`src/rtl/lpad_guard_pkg.sv`:
```
package lpad_guard_pkg;

    localparam int ILEN       = 32;
    localparam int LBL_LSB    = 12;
    localparam int LBL_W      = ILEN - LBL_LSB;
    localparam int LBL_MSB    = LBL_LSB + LBL_W - 1;
    localparam int REG_W      = 5;

    localparam logic [6:0] OPC_JALR  = 7'b1100111;
    localparam logic [6:0] OPC_AUIPC = 7'b0010111;
    localparam logic [2:0] F3_JALR   = 3'b000;

    localparam int N_EXEMPT = 3;
    localparam logic [REG_W-1:0] EXEMPT_REGS [N_EXEMPT] = '{5'd1, 5'd5, 5'd7};

    typedef enum logic [0:0] {
        ST_IDLE  = 1'b0,
        ST_ARMED = 1'b1
    } lp_state_e;

    typedef enum logic [1:0] {
        FLT_NONE     = 2'd0,
        FLT_NO_PAD   = 2'd1,
        FLT_MISALIGN = 2'd2,
        FLT_LABEL    = 2'd3
    } lp_fault_e;

endpackage

```
`src/rtl/lpad_guard_decode.sv`:
```
module lpad_guard_decode
    import lpad_guard_pkg::*;
(
    input  logic [ILEN-1:0]  insn,
    output logic             is_jalr,
    output logic             jalr_exempt,
    output logic             is_pad,
    output logic [LBL_W-1:0] pad_label
);

    logic [6:0]       opcode;
    logic [REG_W-1:0] rd;
    logic [2:0]       funct3;
    logic [REG_W-1:0] rs1;
    logic [N_EXEMPT-1:0] exempt_hit;

    assign opcode = insn[6:0];
    assign rd     = insn[11:7];
    assign funct3 = insn[14:12];
    assign rs1    = insn[19:15];

    genvar gi;
    generate
        for (gi = 0; gi < N_EXEMPT; gi++) begin : g_exempt
            assign exempt_hit[gi] = (rs1 == EXEMPT_REGS[gi]);
        end
    endgenerate

    assign is_jalr     = (opcode == OPC_JALR) && (funct3 == F3_JALR);
    assign jalr_exempt = |exempt_hit;
    assign is_pad      = (opcode == OPC_AUIPC) && (rd == '0);
    assign pad_label   = insn[LBL_MSB:LBL_LSB];

endmodule

```
`src/rtl/lpad_guard_pad_check.sv`:
```
module lpad_guard_pad_check
    import lpad_guard_pkg::*;
#(
    parameter int ALIGN_BITS = 2
) (
    input  logic                  is_pad,
    input  logic [LBL_W-1:0]      pad_label,
    input  logic [ALIGN_BITS-1:0] pc_low,
    input  logic [LBL_W-1:0]      x7_label,
    output lp_fault_e             fault
);

    logic misaligned;
    logic label_bad;

    assign misaligned = (pc_low != '0);
    assign label_bad  = (pad_label != '0) && (pad_label != x7_label);

    always_comb begin
        if (!is_pad) begin
            fault = FLT_NO_PAD;
        end else if (misaligned) begin
            fault = FLT_MISALIGN;
        end else if (label_bad) begin
            fault = FLT_LABEL;
        end else begin
            fault = FLT_NONE;
        end
    end

endmodule

```
`src/rtl/lpad_guard_fsm.sv`:
```
module lpad_guard_fsm
    import lpad_guard_pkg::*;
#(
    parameter int XLEN        = 64,
    parameter int CAUSE_W     = 8,
    parameter int CAUSE_SWCHK = 18,
    parameter int TVAL_LPAD   = 2
) (
    input  logic               clk,
    input  logic               rst,
    input  logic               en,
    input  logic               retire_vld,
    input  logic               is_jalr,
    input  logic               jalr_exempt,
    input  lp_fault_e          fault,
    output logic               armed,
    output logic               exc_vld,
    output logic [CAUSE_W-1:0] exc_cause,
    output logic [XLEN-1:0]    exc_tval
);

    lp_state_e state_q;
    lp_state_e state_d;
    logic      raise;

    // next-state logic: T_DISARM, T_ARM, T_HOLD, T_RESOLVE
    always_comb begin
        state_d = state_q;
        raise   = 1'b0;
        if (!en) begin
            state_d = ST_IDLE;
        end else begin
            unique case (state_q)
                ST_IDLE: begin
                    if (retire_vld && is_jalr && !jalr_exempt) begin
                        state_d = ST_ARMED;
                    end
                end
                ST_ARMED: begin
                    if (retire_vld) begin
                        state_d = ST_IDLE;
                        raise   = (fault != FLT_NONE);
                    end
                end
                default: state_d = ST_IDLE;
            endcase
        end
    end

    always_ff @(posedge clk) begin
        if (rst) begin
            state_q <= ST_IDLE;
        end else begin
            state_q <= state_d;
        end
    end

    always_ff @(posedge clk) begin
        if (rst) begin
            exc_vld   <= 1'b0;
            exc_cause <= '0;
            exc_tval  <= '0;
        end else if (raise) begin
            exc_vld   <= 1'b1;
            exc_cause <= CAUSE_W'(CAUSE_SWCHK);
            exc_tval  <= XLEN'(TVAL_LPAD);
        end else begin
            exc_vld   <= 1'b0;
            exc_cause <= '0;
            exc_tval  <= '0;
        end
    end

    assign armed = (state_q == ST_ARMED);

endmodule

```
`src/rtl/lpad_guard.sv`:
```
module lpad_guard
    import lpad_guard_pkg::*;
#(
    parameter int XLEN        = 64,
    parameter int CAUSE_W     = 8,
    parameter int ALIGN_BITS  = 2,
    parameter int CAUSE_SWCHK = 18,
    parameter int TVAL_LPAD   = 2
) (
    input  logic               clk,
    input  logic               rst,
    input  logic               en,
    input  logic               retire_vld,
    input  logic [ILEN-1:0]    retire_insn,
    input  logic [XLEN-1:0]    retire_pc,
    input  logic [XLEN-1:0]    x7_val,
    output logic               exc_vld,
    output logic [CAUSE_W-1:0] exc_cause,
    output logic [XLEN-1:0]    exc_tval
);

    logic             is_jalr;
    logic             jalr_exempt;
    logic             is_pad;
    logic [LBL_W-1:0] pad_label;
    lp_fault_e        fault;
    logic             armed;
    logic             unused_bits;

    assign unused_bits = ^{retire_pc[XLEN-1:ALIGN_BITS], x7_val[XLEN-1:LBL_MSB+1],
                           x7_val[LBL_LSB-1:0]};

    lpad_guard_decode u_decode (
        .insn        (retire_insn),
        .is_jalr     (is_jalr),
        .jalr_exempt (jalr_exempt),
        .is_pad      (is_pad),
        .pad_label   (pad_label)
    );

    lpad_guard_pad_check #(
        .ALIGN_BITS (ALIGN_BITS)
    ) u_pad_check (
        .is_pad    (is_pad),
        .pad_label (pad_label),
        .pc_low    (retire_pc[ALIGN_BITS-1:0]),
        .x7_label  (x7_val[LBL_MSB:LBL_LSB]),
        .fault     (fault)
    );

    lpad_guard_fsm #(
        .XLEN        (XLEN),
        .CAUSE_W     (CAUSE_W),
        .CAUSE_SWCHK (CAUSE_SWCHK),
        .TVAL_LPAD   (TVAL_LPAD)
    ) u_fsm (
        .clk         (clk),
        .rst         (rst),
        .en          (en),
        .retire_vld  (retire_vld),
        .is_jalr     (is_jalr),
        .jalr_exempt (jalr_exempt),
        .fault       (fault),
        .armed       (armed),
        .exc_vld     (exc_vld),
        .exc_cause   (exc_cause),
        .exc_tval    (exc_tval)
    );

endmodule

```
`config.mk`:
```
export PLATFORM = sky130hd
export DESIGN_NAME = lpad_guard
export DESIGN_NICKNAME = d
export VERILOG_FILES = /design/src/rtl/lpad_guard_pkg.sv /design/src/rtl/lpad_guard_decode.sv /design/src/rtl/lpad_guard_pad_check.sv /design/src/rtl/lpad_guard_fsm.sv /design/src/rtl/lpad_guard.sv
export SDC_FILE = /design/constraint.sdc
export NUM_CORES = 1
export LEC_CHECK = 0
export ABC_AREA = 1
export BUFFER_PORTS_ARGS = -buffer_cell sky130_fd_sc_hd__buf_2
export CAP_MARGIN = 20
export CORE_AREA = 3 3 91 93
export CTS_CLUSTER_SIZE = 12
export DETAILED_ROUTE_END_ITERATION = 16
export DIE_AREA = 0 0 94 96
export GPL_TIMING_DRIVEN = 1
export SLEW_MARGIN = 20
export SYNTH_ARGS = -nofsm -noshare
export SYNTH_HDL_FRONTEND = slang
export SYNTH_SLANG_ARGS = --single-unit
```
`constraint.sdc`:
```
create_clock -name clk -period 1 [get_ports clk]
set_input_delay 0.2 -clock clk [delete_from_list [all_inputs] [get_ports clk]]
set_output_delay 0.2 -clock clk [all_outputs]
set_load 0.005 [all_outputs]
```
==> flow_summary_export.csv, run 1 <==
group,metric,value,unit
status,status,"complete, no violations",
worst_setup_path,crit_cells,1,
die,coreArea,7610,um2
timing,whs,198,ps
timing,post-route-period-util,0.867,
clock_tree,root_buffer,"clkbuf_8",
finish,fin_area,1350,um2
timing,final_max_slew_viol_count,0,
placement,dpl_worst_slack,-218,ps
synth,synth_top_family_by_area,"buffers and inverters",
synth,synth-xor-area-share,0.0393,
worst_setup_path,critPathKind,"reg -> out",
synth,syn_inst,200,
placement,place_inst,362,
route,vias,1108,
global_routing,grt_pass1_wl,3400,um
finish,fin_util,0.178,
synth,synth.area.mux_share,0,
timing,setup_slack,133,ps
worst_setup_path,worstPathBufferInverterCount,1,
worst_setup_path,critPathRequiredTime,800,ps
min_path,hold_depth,2,
worst_setup_path,rrSetupSlack,180,ps
clock_tree,clock_latency,210,ps
min_path,min_path_type,"in -> reg",
placement,dp_hpwl,2510,um
global_routing,overflow,0,
timing,rsz0062_at_grt,"false",
route,ant_nets,0,
synth,synth.distinct_cells,16,
worst_setup_path,worstSetupStartpointType,"flop",
global_routing,grt_pass1_vias,810,
power,p_per_area,558,nW/um2
timing,setup_viol,0,
synth,yosysTopAreaCell,"buf_4",
min_path,min_to,"u_fsm.armed",
timing,fmax,1.15,GHz
die,die_x,94,um
finish,finish.net_count,429,
die,fp.dieH,96,um
finish,drive_gt1_frac,0.285,
finish,nFillCells,870,
timing,fin_worst_skew,3.10,ps
route,vias_per_cell,3.04,
synth,synth-simple-area-share,0.324,
synth,syn_avg_cell_area,5.57,um2
placement,place_congestion,0.688,
synth,synth_warnings,0,
synth,synth_compound_area_frac,0.0180,
clock_tree,hold_buffers,0,
global_routing,grt.total_usage,0.0499,
route,drc,0,
worst_setup_path,r2r_start,"u_fsm.armed",
finish,area_delta_synth_final,21.3,%
clock_tree,cts_tree,"yes",
die,start_util,0.146,
worst_setup_path,ff2ff_path_depth,4,
clock_tree,cts_sinks,2,
route,wl,2620,um
route,first_iter_violations,12,
placement,postPlaceCellArea,1280,um2
clock_tree,htree_levels,1,
power,p_leak,0.877,nW
timing,fin_crit,867,ps
synth,ys_seq_area_frac,0.0360,
global_routing,grt_max_degree,5,
worst_setup_path,crit_arrival,670,ps
route,wire_per_inst,7.16,um
worst_setup_path,crit_chain,"buf_2",
worst_setup_path,reg2reg_to,"u_fsm.armed",
timing,finalHoldViolCount,0,
clock_tree,path_clk_slew,30,ps
die,die_area,9020,um2
synth,synthAdderAreaFrac,0,
finish,fin_cells,365,
finish,num_antenna_cells,0,
power,peakVddDrop,227,uV
synth,synth-seq-cells,2,
worst_setup_path,path_delay_family,"flip-flops",
synth,synth_top_area_share,0.485,
clock_tree,clock_path_buffers,2,
synth,synth_area_leaders,"buf_4 49%, nand2_1 15%, nor2_1 9.8%",
worst_setup_path,critPathCaptureType,"output pin",
placement,port_buffers,61,
run,maxCapViolations,0,
global_routing,antenna_found_initial,0,
route,dr.pass1.iters,4,
die,fp-row-count,32,
synth,syn_area,1110,um2
die,io_pins,237,
worst_setup_path,worstPathMaxFanout,4,
worst_setup_path,slowest_stage,"dfxtp_1",
clock_tree,cts_buffers,3,
worst_setup_path,critPathMaxStageDelay,340,ps
min_path,hp-start,"retire_vld",
[cell families (layout without fill, tap and decap cells)]
| group | count (synthesis) | count (layout) |
|---|---|---|
| flip-flops | 2 | 2 |
| other | 1 | 69 |
| AO/OA/AOI/OAI | 4 | 4 |
| buffers and inverters | 100 | 95 |
| AND/OR/NAND/NOR | 88 | 88 |
| XOR/XNOR | 5 | 5 |
[registers in the layout (all words and copies together) (netlist names)]
| signal | cells |
|---|---|
| u_fsm.armed | 1 |
| u_fsm.exc_cause | 1 |
[layout make-up]
class | count | area, um2 | area share
Clock buffer | 3 | 41.3 | 0.0306
Inverter | 28 | 105 | 0.0778
Multi-Input combinational cell | 166 | 704 | 0.521
Sequential cell | 2 | 40.0 | 0.0296
Tap cell | 102 | 128 | 0.0944
Timing Repair Buffer | 64 | 333 | 0.246
[power by group]
group          switching [W]  internal, W
Sequential       0.000000850    0.0000820
Clock              0.0000563     0.000254
Combinational       0.000209     0.000152
Total               0.000266     0.000488
[how the worst max path moves through the flow]
stage | start | slack, ps | end
2_1_floorplan | retire_insn[15] | 180 | u_fsm.exc_cause[1]
3_3_place_gp | retire_insn[14] | -210 | u_fsm.exc_cause[1]
3_5_place_dp | retire_insn[14] | -220 | u_fsm.exc_cause[1]
4_1_cts | retire_insn[14] | 40 | u_fsm.exc_cause[1]
5_1_grt | retire_insn[16] | 0.7 | u_fsm.exc_cause[1]
6_report | u_fsm.exc_cause[1] | 130 | exc_vld
[cells in the mapped netlist]
cell      instances
a21oi_1           2
buf_4            72
conb_1            1
dfxtp_1           2
inv_1            28
nand2_1          44
nand3_1           5
nand3b_1          1
nand4_1           3
nor2_1           29
nor3_1            3
nor3b_1           1
nor4_1            2
o21ai_0           2
xnor2_1           4
xor2_1            1
[what timing repair did]
item,4_1_cts,5_1_grt
pin swaps,0,6
gates cloned,0,0
setup buffers,0,0
resized for setup,1,9
setup endpoints to repair,1,1
[through the flow]
stage | total power (W) | setup TNS (ps)
finish | 0.000754 | 0
global route | 0.000845 | 0
CTS | 0.000753 | 0
detailed placement | 0.000431 | -256
global placement | 0.000426 | -247
floorplan | 0.000456 | 0
[placed cells by master, fill, tap and decap left out, types with 3 or more instances in the layout]
cell      Yosys  layout
buf_2         0      59
buf_4        72       5
clkbuf_8      0       3
conb_1        1      69
inv_1        28      27
nand2_1      44      43
nand3_1       5       5
nand4_1       3       3
nor2_1       29      24
nor2_2        0       5
nor3_1        3       3
xnor2_1       4       4
[worst register-to-register path, stage by stage (launching register included)]
cell and delay (ps):
dfxtp_1 300, nand3b_1 150, nor3_1 130, nand2_1 70, a21oi_1 110
[layer usage]
layer | up-vias | share of wire | GRT usage
met1 | 451 | 0.35 | 0.0541
met3 | 2 | 0.14 | 0.00782
met4 | 0 | 0.0050 | 0.0181
li1 | 580 | - | -
met5 | - | 0 | 0
met2 | 75 | 0.50 | 0.0970
Note: power is estimated with default switching activity, not from simulation.
==> inputs of run 2 (changes only) <==
--- a/config.mk
+++ b/config.mk
@@ -13,7 +13,8 @@
 export DETAILED_ROUTE_END_ITERATION = 16
 export DIE_AREA = 0 0 94 96
 export GPL_TIMING_DRIVEN = 1
-export SLEW_MARGIN = 20
+export REMOVE_ABC_BUFFERS = 1
+export SLEW_MARGIN = 30
 export SYNTH_ARGS = -nofsm -noshare
 export SYNTH_HDL_FRONTEND = slang
 export SYNTH_SLANG_ARGS = --single-unit
==> run 2 against run 1 <==
Cell count decreased by 0.55%. Non-clock buffer count decreased by 2. Clock-buffer cell count unchanged. Clock power about the same. Critical path depth increased by 8. Setup slack got worse by 32 ps. Core utilization decreased by 0.26 points. Maximum frequency decreased by 3.6%. Cell area decreased by 1.5%. Die area unchanged. Combinational power decreased by 2%.
==> flow_summary_export.csv, run 2 (synthesis results as in run 1) <==
group,metric,value,unit
status,status,"complete, no violations",
placement,dp_hpwl,2740,um
placement,dpl_worst_slack,-203,ps
finish,nFillCells,897,
clock_tree,htree_levels,1,
finish,regArea,40.0,um2
finish,layout_common_cells,"69 x conb_1, 59 x buf_2, 44 x nand2_1",
die,fp-row-count,32,
global_routing,grt_pass1_vias,813,
route,vias,1103,
global_routing,grt.total_usage,0.0528,
run,maxCapViolations,0,
timing,post-route-period-util,0.900,
worst_setup_path,crit_arrival,990,ps
placement,place_congestion,0.643,
worst_setup_path,worstSetupStartpointType,"input port",
clock_tree,path_clk_slew,30,ps
worst_setup_path,critPathRequiredTime,1090,ps
worst_setup_path,worstPathMaxFanout,3,
timing,setup_slack,100,ps
finish,finish.net_count,427,
route,ant_nets,0,
clock_tree,clock_path_buffers,2,
route,dr.pass1.iters,4,
timing,fin_crit,900,ps
route,drc,0,
die,die_x,94,um
route,first_iter_violations,7,
power,p_per_area,562,nW/um2
finish,final_common_cell,"conb_1",
clock_tree,cts_tree,"yes",
clock_tree,hold_buffers,0,
global_routing,overflow,0,
timing,fin_worst_skew,0.367,ps
placement,postPlaceCellArea,1270,um2
die,fp.dieH,96,um
finish,drive_gt1_frac,0.264,
clock_tree,cts_buffers,3,
finish,multi_input_area,699,um2
global_routing,grt_pass1_wl,3550,um
power,peakVddDrop,185,uV
die,io_pins,237,
clock_tree,root_buffer,"clkbuf_8",
route,wire_per_inst,7.96,um
clock_tree,cts_setup_buffers,0,
global_routing,grt_max_degree,5,
worst_setup_path,critPathCaptureType,"flop",
finish,fin_area,1330,um2
timing,rsz0062_at_grt,"true",
placement,port_buffers,61,
die,die_area,9020,um2
die,coreArea,7610,um2
die,start_util,0.146,
finish,area_delta_synth_final,19.6,%
timing,fmax,1.11,GHz
clock_tree,clock_latency,210,ps
power,p_leak,0.868,nW
route,wl,2890,um
timing,finalHoldViolCount,0,
timing,setup_viol,0,
route,vias_per_cell,3.04,
worst_setup_path,critPathKind,"in -> reg",
power,p_total,0.000748,W
global_routing,antenna_found_initial,0,
clock_tree,cts_sinks,2,
timing,final_max_slew_viol_count,0,
min_path,min_path_type,"in -> reg",
finish,num_antenna_cells,0,
run 2: routing by layer:
layer  wire, um  vias up  track usage
met5          0        -            0
met4         13        0       0.0181
met3        401        2       0.0141
met2       1460       78        0.103
met1       1010      446       0.0541
li1           -      577            -
run 2: critical path: stages:
cell     delay, ps
buf_4          130
nor2_2          90
nor2_1          50
nor2_1         130
nand2_1         80
nor2_2          90
nand3_1         70
nand2_1         90
a21oi_1         60
run 2: worst paths after layout:
kind	start	end	slack [ps]	cells after the start
max	retire_insn[30]	u_fsm.exc_cause[1]	100	9
min	retire_vld	u_fsm.armed	190	2
max reg2reg	u_fsm.armed	u_fsm.armed	150	4
min reg2reg	u_fsm.armed	u_fsm.exc_cause[1]	470	2
run 2: power by group:
| part | total, W | switching, W | internal, W |
|---|---|---|---|
| clock network | 0.000313 | 0.0000587 | 0.000254 |
| logic | 0.000353 | 0.000207 | 0.000145 |
| registers | 0.0000829 | 0.000000914 | 0.0000820 |
| total | 0.000748 | 0.000267 | 0.000481 |
run 2: layout make-up:
cell class	count	share of cell area
Tap cell	102	0.0959
Sequential cell	2	0.0301
Clock buffer	3	0.0310
Multi-Input combinational cell	166	0.525
Timing Repair Buffer	62	0.239
Inverter	28	0.0789
run 2: stage by stage:
| stage | TNS (ps) | hold WS [ps] | std cells | util |
|---|---|---|---|---|
| global placement | -275 | 406 | 360 | 0.167 |
| floorplan | 0 | 293 | 196 | - |
| finish | 0 | 194 | 363 | 0.175 |
| detailed placement | -298 | 407 | 360 | 0.167 |
| CTS | 0 | 187 | 363 | 0.172 |
| global route | -7.58 | 191 | 363 | 0.175 |
run 2: what timing repair did:
item,in CTS,in global routing
setup endpoints to repair,0,1
resized for setup,0,6
hold endpoints to repair,0,0
==> inputs of run 3 (changes only) <==
--- a/config.mk
+++ b/config.mk
@@ -9,6 +9,7 @@
 export BUFFER_PORTS_ARGS = -buffer_cell sky130_fd_sc_hd__buf_2
 export CAP_MARGIN = 20
 export CORE_AREA = 3 3 91 93
+export CTS_BUF_LIST = sky130_fd_sc_hd__clkbuf_16
 export CTS_CLUSTER_SIZE = 12
 export DETAILED_ROUTE_END_ITERATION = 16
 export DIE_AREA = 0 0 94 96
==> run 3 against run 2 <==
Core utilization is 0.35 points higher. Combinational power shrank 1%. Clock-buffer cell count did not move. Register-to-register slack barely moved. Critical path type is now reg -> out. Critical endpoint is now exc_tval[1]. Largest power group is now the clock network. Highest routed layer unchanged.
==> flow_summary_export.csv, run 3 (synthesis results as in run 1) <==
group,metric,value,unit
status,status,"complete, no violations",
finish,final_common_cell,"conb_1",
worst_setup_path,slowest_stage,"dfxtp_1",
die,coreArea,7610,um2
clock_tree,root_buffer,"clkbuf_16",
worst_setup_path,critPathMaxStageDelay,350,ps
finish,multi_input_area,697,um2
finish,fin_cells,363,
clock_tree,hold_buffers,0,
power,swShare,0.286,
finish,drive_gt1_frac,0.261,
placement,dp_hpwl,2740,um
power,p_seq_frac,0.081,
power,p_per_area,756,nW/um2
power,pwr-share-comb,0.340,
placement,place_congestion,0.643,
global_routing,grt_max_degree,5,
timing,finalHoldViolCount,0,
placement,port_buffers,61,
clock_tree,clock_latency,220,ps
die,fp.dieH,96,um
clock_tree,cts_buffers,3,
timing,whs,184,ps
clock_tree,clock_path_buffers,2,
power,pwr-share-clk,0.579,
clock_tree,path_clk_slew,30,ps
die,start_util,0.146,
finish,finish.net_count,427,
global_routing,overflow,0,
die,die_area,9020,um2
route,vias,1109,
power,p_int,0.000733,W
finish,num_antenna_cells,0,
die,die_x,94,um
timing,fmax,1.11,GHz
clock_tree,cts_sinks,2,
timing,fin_crit,900,ps
timing,tns,0,ps
placement,place_inst,360,
clock_tree,cts_tree,"yes",
finish,regArea,40.0,um2
worst_setup_path,path_delay_family,"flip-flops",
power,peakVddDrop,365,uV
run,maxCapViolations,0,
finish,fin_util,0.178,
finish,area_delta_synth_final,21.9,%
min_path,min_path_type,"in -> reg",
route,vias_per_cell,3.06,
clock_tree,cts_setup_buffers,0,
worst_setup_path,crit_chain,"buf_2",
worst_setup_path,critPathCaptureType,"output pin",
worst_setup_path,worstPathMaxFanout,4,
route,ant_nets,0,
timing,rsz0062_at_grt,"true",
finish,layout_common_cells,"69 x conb_1, 61 x buf_2, 44 x nand2_1",
timing,setup_viol,0,
route,wire_per_inst,7.97,um
global_routing,antenna_found_initial,0,
route,dr.pass1.iters,3,
route,wl,2890,um
power,p_leak,0.882,nW
power,p_sw,0.000293,W
worst_setup_path,crit_arrival,700,ps
global_routing,grt_pass1_wl,3570,um
route,drc,0,
worst_setup_path,worstSetupStartpointType,"flop",
worst_setup_path,critPathKind,"reg -> out",
die,io_pins,237,
global_routing,grt_pass1_vias,824,
timing,fin_worst_skew,0.400,ps
route,first_iter_violations,11,
finish,nFillCells,892,
worst_setup_path,worstPathBufferInverterCount,1,
global_routing,grt.total_usage,0.0538,
timing,final_max_slew_viol_count,0,
die,fp-row-count,32,
clock_tree,ctsResizeCount,0,
clock_tree,htree_levels,1,
power,p_total,0.00103,W
timing,post-route-period-util,0.900,
worst_setup_path,critPathRequiredTime,800,ps
run 3: worst paths after layout:
| check | start | endpoint | slack, ps | cells after the start |
|---|---|---|---|---|
| worst min-delay path | retire_vld | u_fsm.armed | 180 | 2 |
| worst min register to register | u_fsm.armed | u_fsm.exc_cause[1] | 480 | 2 |
| worst max register to register | u_fsm.armed | u_fsm.armed | 160 | 4 |
| worst max-delay path | u_fsm.exc_cause[1] | exc_tval[1] | 100 | 1 |
run 3: area by class of cell:
cell class,count,share of cell area
sequential,2,0.0295
inverter,28,0.0774
timing repair buffer,62,0.230
clock buffer,3,0.0553
multi-input combinational,166,0.513
tap,102,0.0940
run 3: metrics by stage:
| stage | setup slack [ps] | instance area [um2] |
|---|---|---|
| 2_1_floorplan | 175 | 828 |
| 3_3_place_gp | -205 | 1270 |
| 3_5_place_dp | -203 | 1270 |
| 4_1_cts | 23.1 | 1340 |
| 5_1_grt | -16.2 | 1360 |
| 6_report | 100 | 1360 |
run 3: metal layers:
metal	global-route usage	wire [um]
met1	0.0541	1000
met2	0.103	1450
met3	0.0164	414
met4	0.0217	20
met5	0	0
run 3: power by group through the flow:
stage / sequential (W) / combinational (W) / clock (W)
after detailed placement: 0.0000838 / 0.000344 / 0
after global routing: 0.0000830 / 0.000407 / 0.000618
after global placement: 0.0000838 / 0.000335 / 0
after CTS: 0.0000829 / 0.000345 / 0.000604
final: 0.0000829 / 0.000349 / 0.000594
after floorplan: 0.0000838 / 0.000175 / 0
